`config.mk`:
```
export PLATFORM = sky130hd
export DESIGN_NAME = lp_seq
export DESIGN_NICKNAME = d
export VERILOG_FILES = /design/src/rtl/lp_seq_pkg.sv /design/src/rtl/lp_wake_detect.sv /design/src/rtl/lp_fsm.sv /design/src/rtl/lp_clk_ctrl.sv /design/src/rtl/lp_status.sv /design/src/rtl/lp_seq.sv
export SDC_FILE = /design/constraint.sdc
export NUM_CORES = 1
export LEC_CHECK = 0
export ABC_AREA = 1
export BUFFER_PORTS_ARGS = -buffer_cell sky130_fd_sc_hd__buf_2
export CAP_MARGIN = 20
export CELL_PAD_IN_SITES_DETAIL_PLACEMENT = 0
export CELL_PAD_IN_SITES_GLOBAL_PLACEMENT = 1
export CORE_MARGIN = 2
export CORE_UTILIZATION = 28
export DETAILED_ROUTE_END_ITERATION = 16
export PLACE_DENSITY_LB_ADDON = 0.1
export SYNTH_ARGS = -nofsm -noshare
export SYNTH_HDL_FRONTEND = slang
export SYNTH_SLANG_ARGS = --single-unit
```
`constraint.sdc`:
```
create_clock -name clk_i -period 1.65 [get_ports clk_i]
set_clock_uncertainty 0.2 [all_clocks]
set_input_delay 0.33 -clock clk_i [delete_from_list [all_inputs] [get_ports clk_i]]
set_output_delay 0.33 -clock clk_i [all_outputs]
set_load 0.005 [all_outputs]
```
`src/rtl/lp_seq_pkg.sv`:
```
package lp_seq_pkg;
  typedef enum logic [1:0] {
    LP_RUN   = 2'd0,
    LP_IDLE  = 2'd1,
    LP_SLEEP = 2'd2,
    LP_STAB  = 2'd3
  } lp_state_e;

  localparam int unsigned MODE_SLEEP = 0;
  localparam int unsigned MODE_IDLE  = 1;
endpackage

```
`src/rtl/lp_wake_detect.sv`:
```
module lp_wake_detect #(
  parameter int NUM_IRQ = 8
) (
  input  logic [NUM_IRQ-1:0] irq_pend_i,
  input  logic [NUM_IRQ-1:0] irq_en_i,
  input  logic               wdt_en_i,
  input  logic               wdt_timeout_i,
  output logic               wake_o
);
  logic [NUM_IRQ-1:0] hit;

  for (genvar i = 0; i < NUM_IRQ; i++) begin : g_src
    assign hit[i] = irq_pend_i[i] & irq_en_i[i];
  end

  assign wake_o = (|hit) | (wdt_en_i & wdt_timeout_i);
endmodule

```
`src/rtl/lp_fsm.sv`:
```
module lp_fsm
  import lp_seq_pkg::*;
#(
  parameter int MODE_W   = 4,
  parameter int STAB_CYC = 16
) (
  input  logic              clk_i,
  input  logic              rst_ni,
  input  logic              req_i,
  input  logic [MODE_W-1:0] mode_i,
  input  logic              wake_i,
  input  logic              osc_rdy_i,
  input  logic              wdt_en_i,
  output lp_state_e         state_o,
  output logic              wdt_clr_o,
  output logic              sleep_exit_o,
  output logic              idle_exit_o
);
  localparam int CNT_W = (STAB_CYC > 2) ? $clog2(STAB_CYC) : 1;
  localparam logic [CNT_W-1:0] CNT_LAST = CNT_W'(STAB_CYC - 1);

  lp_state_e        state_q, state_d;
  logic [CNT_W-1:0] cnt_q, cnt_d;
  logic             clr_q, clr_d;

  always_comb begin
    state_d      = state_q;
    cnt_d        = cnt_q;
    clr_d        = 1'b0;
    sleep_exit_o = 1'b0;
    idle_exit_o  = 1'b0;
    unique case (state_q)
      LP_RUN: begin
        if (req_i && mode_i == MODE_W'(MODE_SLEEP)) begin
          state_d = LP_SLEEP;
          clr_d   = wdt_en_i;
        end else if (req_i && mode_i == MODE_W'(MODE_IDLE)) begin
          state_d = LP_IDLE;
        end
      end
      LP_IDLE: begin
        if (wake_i) begin
          state_d     = LP_RUN;
          idle_exit_o = 1'b1;
        end
      end
      LP_SLEEP: begin
        if (wake_i) begin
          state_d      = LP_STAB;
          cnt_d        = '0;
          sleep_exit_o = 1'b1;
        end
      end
      LP_STAB: begin
        if (osc_rdy_i || cnt_q == CNT_LAST) state_d = LP_RUN;
        else cnt_d = cnt_q + 1'b1;
      end
      default: state_d = LP_RUN;
    endcase
  end

  always_ff @(posedge clk_i or negedge rst_ni) begin
    if (!rst_ni) begin
      state_q <= LP_RUN;
      cnt_q   <= '0;
      clr_q   <= 1'b0;
    end else begin
      state_q <= state_d;
      cnt_q   <= cnt_d;
      clr_q   <= clr_d;
    end
  end

  assign state_o   = state_q;
  assign wdt_clr_o = clr_q;
endmodule

```
`src/rtl/lp_clk_ctrl.sv`:
```
module lp_clk_ctrl
  import lp_seq_pkg::*;
#(
  parameter int SRC_W    = 3,
  parameter int LPRC_SRC = 5,
  parameter int SRC_RST  = 0
) (
  input  logic             clk_i,
  input  logic             rst_ni,
  input  lp_state_e        state_i,
  input  logic             wdt_en_i,
  input  logic [SRC_W-1:0] clk_src_i,
  output logic             cpu_clk_en_o,
  output logic             periph_clk_en_o,
  output logic             main_osc_en_o,
  output logic             lprc_en_o,
  output logic             clk_mon_en_o,
  output logic [SRC_W-1:0] clk_src_o
);
  logic [SRC_W-1:0] src_q;
  logic             running, sleeping, osc_stable;

  assign running    = (state_i == LP_RUN);
  assign sleeping   = (state_i == LP_SLEEP);
  assign osc_stable = running || (state_i == LP_IDLE);

  // source only tracks software while the CPU runs
  always_ff @(posedge clk_i or negedge rst_ni) begin
    if (!rst_ni)      src_q <= SRC_W'(SRC_RST);
    else if (running) src_q <= clk_src_i;
  end

  assign cpu_clk_en_o    = running;
  assign periph_clk_en_o = osc_stable;
  assign clk_mon_en_o    = osc_stable;
  assign main_osc_en_o   = !sleeping;
  assign lprc_en_o       = sleeping ? wdt_en_i
                                    : (wdt_en_i || src_q == SRC_W'(LPRC_SRC));
  assign clk_src_o       = src_q;
endmodule

```
`src/rtl/lp_status.sv`:
```
module lp_status (
  input  logic clk_i,
  input  logic rst_ni,
  input  logic sleep_exit_i,
  input  logic idle_exit_i,
  input  logic clr_i,
  output logic slept_o,
  output logic idled_o
);
  always_ff @(posedge clk_i or negedge rst_ni) begin
    if (!rst_ni) begin
      slept_o <= 1'b0;
      idled_o <= 1'b0;
    end else begin
      slept_o <= sleep_exit_i | (slept_o & !clr_i);
      idled_o <= idle_exit_i  | (idled_o & !clr_i);
    end
  end
endmodule

```
`src/rtl/lp_seq.sv`:
```
module lp_seq
  import lp_seq_pkg::*;
#(
  parameter int NUM_IRQ  = 8,
  parameter int MODE_W   = 4,
  parameter int SRC_W    = 3,
  parameter int LPRC_SRC = 5,
  parameter int SRC_RST  = 0,
  parameter int STAB_CYC = 16
) (
  input  logic               clk_i,
  input  logic               rst_ni,
  input  logic               pwrsav_req_i,
  input  logic [MODE_W-1:0]  pwrsav_mode_i,
  input  logic [NUM_IRQ-1:0] irq_pend_i,
  input  logic [NUM_IRQ-1:0] irq_en_i,
  input  logic               wdt_en_i,
  input  logic               wdt_timeout_i,
  input  logic               osc_rdy_i,
  input  logic [SRC_W-1:0]   clk_src_i,
  input  logic               stat_clr_i,
  output logic               cpu_clk_en_o,
  output logic               periph_clk_en_o,
  output logic               main_osc_en_o,
  output logic               lprc_en_o,
  output logic               wdt_clr_o,
  output logic               clk_mon_en_o,
  output logic [SRC_W-1:0]   clk_src_o,
  output logic               slept_flag_o,
  output logic               idled_flag_o
);
  lp_state_e state;
  logic      wake, sleep_exit, idle_exit;

  lp_wake_detect #(.NUM_IRQ(NUM_IRQ)) u_wake (
    .irq_pend_i    (irq_pend_i),
    .irq_en_i      (irq_en_i),
    .wdt_en_i      (wdt_en_i),
    .wdt_timeout_i (wdt_timeout_i),
    .wake_o        (wake)
  );

  lp_fsm #(.MODE_W(MODE_W), .STAB_CYC(STAB_CYC)) u_fsm (
    .clk_i        (clk_i),
    .rst_ni       (rst_ni),
    .req_i        (pwrsav_req_i),
    .mode_i       (pwrsav_mode_i),
    .wake_i       (wake),
    .osc_rdy_i    (osc_rdy_i),
    .wdt_en_i     (wdt_en_i),
    .state_o      (state),
    .wdt_clr_o    (wdt_clr_o),
    .sleep_exit_o (sleep_exit),
    .idle_exit_o  (idle_exit)
  );

  lp_clk_ctrl #(.SRC_W(SRC_W), .LPRC_SRC(LPRC_SRC), .SRC_RST(SRC_RST)) u_clk (
    .clk_i           (clk_i),
    .rst_ni          (rst_ni),
    .state_i         (state),
    .wdt_en_i        (wdt_en_i),
    .clk_src_i       (clk_src_i),
    .cpu_clk_en_o    (cpu_clk_en_o),
    .periph_clk_en_o (periph_clk_en_o),
    .main_osc_en_o   (main_osc_en_o),
    .lprc_en_o       (lprc_en_o),
    .clk_mon_en_o    (clk_mon_en_o),
    .clk_src_o       (clk_src_o)
  );

  lp_status u_stat (
    .clk_i        (clk_i),
    .rst_ni       (rst_ni),
    .sleep_exit_i (sleep_exit),
    .idle_exit_i  (idle_exit),
    .clr_i        (stat_clr_i),
    .slept_o      (slept_flag_o),
    .idled_o      (idled_flag_o)
  );
endmodule

```
==> results.md <==
* Outcome: finished with violations
* Failing checks: negative setup slack
* CP Launch Type: flop
* Post-synth cell types at 20
* HP Class: input port to flop
* Commonest non-fill, non-tap cell in the layout: buf_2
* Synth Area in Adders at 0.0172
* Layout Nets at between 150 and 200
* Mapped Area at 729 um2
* Worst-Margin Slew at approximately 0.26 ns
* Post-route design area at roughly 1100 um2
* Clock slew at reported path FFs at 0.08 ns
* Cells after DPL at approximately 170
* Synth Area in XOR/XNOR at 0.0120
* Antenna violations before repair at 0
* CTS tree: yes
* Post-route setup TNS at -0.119 ns
* Worst setup margin at -0.0627 ns
* Pwr per Cell Area at around 1100 nW/um2
* Routed vias at 774
* Area delta synth->final at 48.5%
* Initial DRC count at 15
* Final Max Slew Viols at 0
* TritonCTS Buffers at 3
* Worst Path Arrival at approximately 1.2 ns
* Maximum vdd drop at approximately 0.47 mV
* Top post-synthesis cells by area: dfrtp_1, nand2_1, nand3_1
* FMAX at between 500 and 600 MHz
* RSZ-0062 raised after global routing: yes
* Placer Congestion at 0.630
* Sequential area share after synthesis at 0.412
* Largest family of logic cells by synthesized area: simple AND/OR/NAND/NOR gates
* DRC at 0
* Final-report setup violation count at 2
* Synth top area share at 0.412
* Worst skew pair latency at between 0.2 and 0.3 ns
* Final worst path period share at 1.04
* Cell taking the most area after synthesis: dfrtp_1
* Final core occ at 0.437
* Top Ports at 41
* Worst Path Required at ~1.1 ns
* Max Cap Violations at 0
* Hold violation total from the final report at 0
* Commonest cells after routing, fill and taps aside: buf_2, nand2_1, nand3_1, dfrtp_1
* Largest net degree at the start of global routing at 13
* Initial core utilization at 0.294
* Drt pass-1 iters at 4
* Average instance area after synthesis at roughly 7.2 um2
* YS warnings at 0
* Gr ovfl total at 0
* Final wirelength at ~1.6 mm
* Dpl cell area at approximately 970 um2
* IO buf count at 40
* First-pass GRT wire length at 2.75 mm
* Longest Clk Path Bufs at 2
* Htree depth at 1
* Slew margin rel. at 0.823
* Tot Pwr at about 1.2 mW
* Num Clock Sinks at 12
* Routed WL per cell at 8.92 um
* Die area at just over 3000 um2
* Routed Antenna Nets at 0
* Place WS at approximately 0.088 ns
* Hpwl dp at ~1.3 mm
* Clock root cell: clkbuf_4
* Tmin final at 1.71 ns
* Post-Synth Simple-Gate Area at 0.401
* Share of cells above drive strength 1 at 0.418
* Compound-gate portion of the synthesized area at 0.0600
* Final std cells w/o fill at about 180
* Diode count at 0
* Kind of critical path: flop to primary output
* CP max FO at 4
* Worst setup EP type: primary output
* Leakage at 0.639 nW
* Post-synth net total at about 130
* Number of synthesized register bits at 12
* Die H at 55.0 um
* Core area at 2480 um2
* Std cell rows at 18
* Mux contribution to synthesized area at 0.0154
* Syn Inst Count at between 100 and 150
* GRT Total Usage at 0.130
* Die X at around 55 um
* Worst hold margin at 0.0576 ns
* Vias/cell at ~4.2
* Number of global-route vias before repair at 675
[cell families after synthesis]
group | Yosys count
xor+xnor | 1
compound gates | 6
fa+ha+maj | 1
mux | 1
flops | 12
simple gates | 65
buf+inv | 15
[critical path, stage by stage (launching register included)]
cell and delay (ns):
dfrtp_2 0.45, nand2_2 0.08, inv_2 0.05, o41ai_2 0.18, buf_2 0.16
[flip-flops by register name (all words and copies together), names as in the netlist]
register,cells
u_stat.slept_o,1
u_clk.clk_src_o,3
u_fsm.cnt_q,4
u_fsm.state_o,2
u_fsm.wdt_clr_o,1
u_stat.idled_o,1
[final timing paths]
check                                        startpoint                            to  slack, ns  cells past startpoint
hold reg to reg                u_stat.idled_o$_DFF_PN0_      u_stat.idled_o$_DFF_PN0_       0.33                      2
max in group asynchronous                        rst_ni  u_fsm.state_o[0]$_DFFE_PN0P_       0.76                      2
hold / removal                               stat_clr_i      u_stat.idled_o$_DFF_PN0_       0.06                      2
min in group asynchronous                        rst_ni    u_fsm.cnt_q[1]$_DFFE_PN0P_       0.26                      2
setup reg to reg           u_fsm.state_o[0]$_DFFE_PN0P_  u_fsm.state_o[0]$_DFFE_PN0P_       0.09                     10
setup / recovery           u_fsm.state_o[1]$_DFFE_PN0P_                     lprc_en_o      -0.06                      4
[per-layer routing]
metal  up-vias  routed length [um]  GRT usage
met5         -                   0          0
met4         0                  27     0.0854
met3         2                  84     0.0242
met2        27                 802      0.214
met1       323                 717      0.153
li1        422                   -          -
[synth_stat cells]
| library cell | number |
|---|---|
| buf_4 | 1 |
| clkinv_1 | 1 |
| dfrtp_1 | 12 |
| ha_1 | 1 |
| inv_1 | 10 |
| inv_2 | 3 |
| mux2_1 | 1 |
| nand2_1 | 37 |
| nand2_2 | 3 |
| nand3_1 | 10 |
| nand3b_1 | 1 |
| nand3b_4 | 1 |
| nand4_1 | 2 |
| nor2_1 | 9 |
| nor2_2 | 1 |
| nor3_1 | 1 |
| o21a_1 | 1 |
| o21ai_0 | 4 |
| o41ai_2 | 1 |
| xor2_1 | 1 |
[repair_timing]
action	in CTS	in global routing
pin swaps	1	0
gates cloned	0	0
gates resized for setup	0	6
hold buffers	1	0
setup buffers	3	4
hold endpoints to repair	12	0
setup endpoints to repair	2	4
[cell type report]
type / instances / area [um2]
clock buffer: 4 / 36.3
fill: 262 / 1390
inverter: 14 / 52.6
multi-input combinational: 74 / 374
sequential: 12 / 303
tap: 30 / 37.5
timing repair buffer: 49 / 280
[power by group]
| part | switching, mW | internal [mW] |
|---|---|---|
| Clock | 0.0949 | 0.134 |
| Sequential | 0.0644 | 0.377 |
| Combinational | 0.231 | 0.256 |
| Total | 0.390 | 0.767 |
No activity file was read; power rests on OpenSTA's default activity.
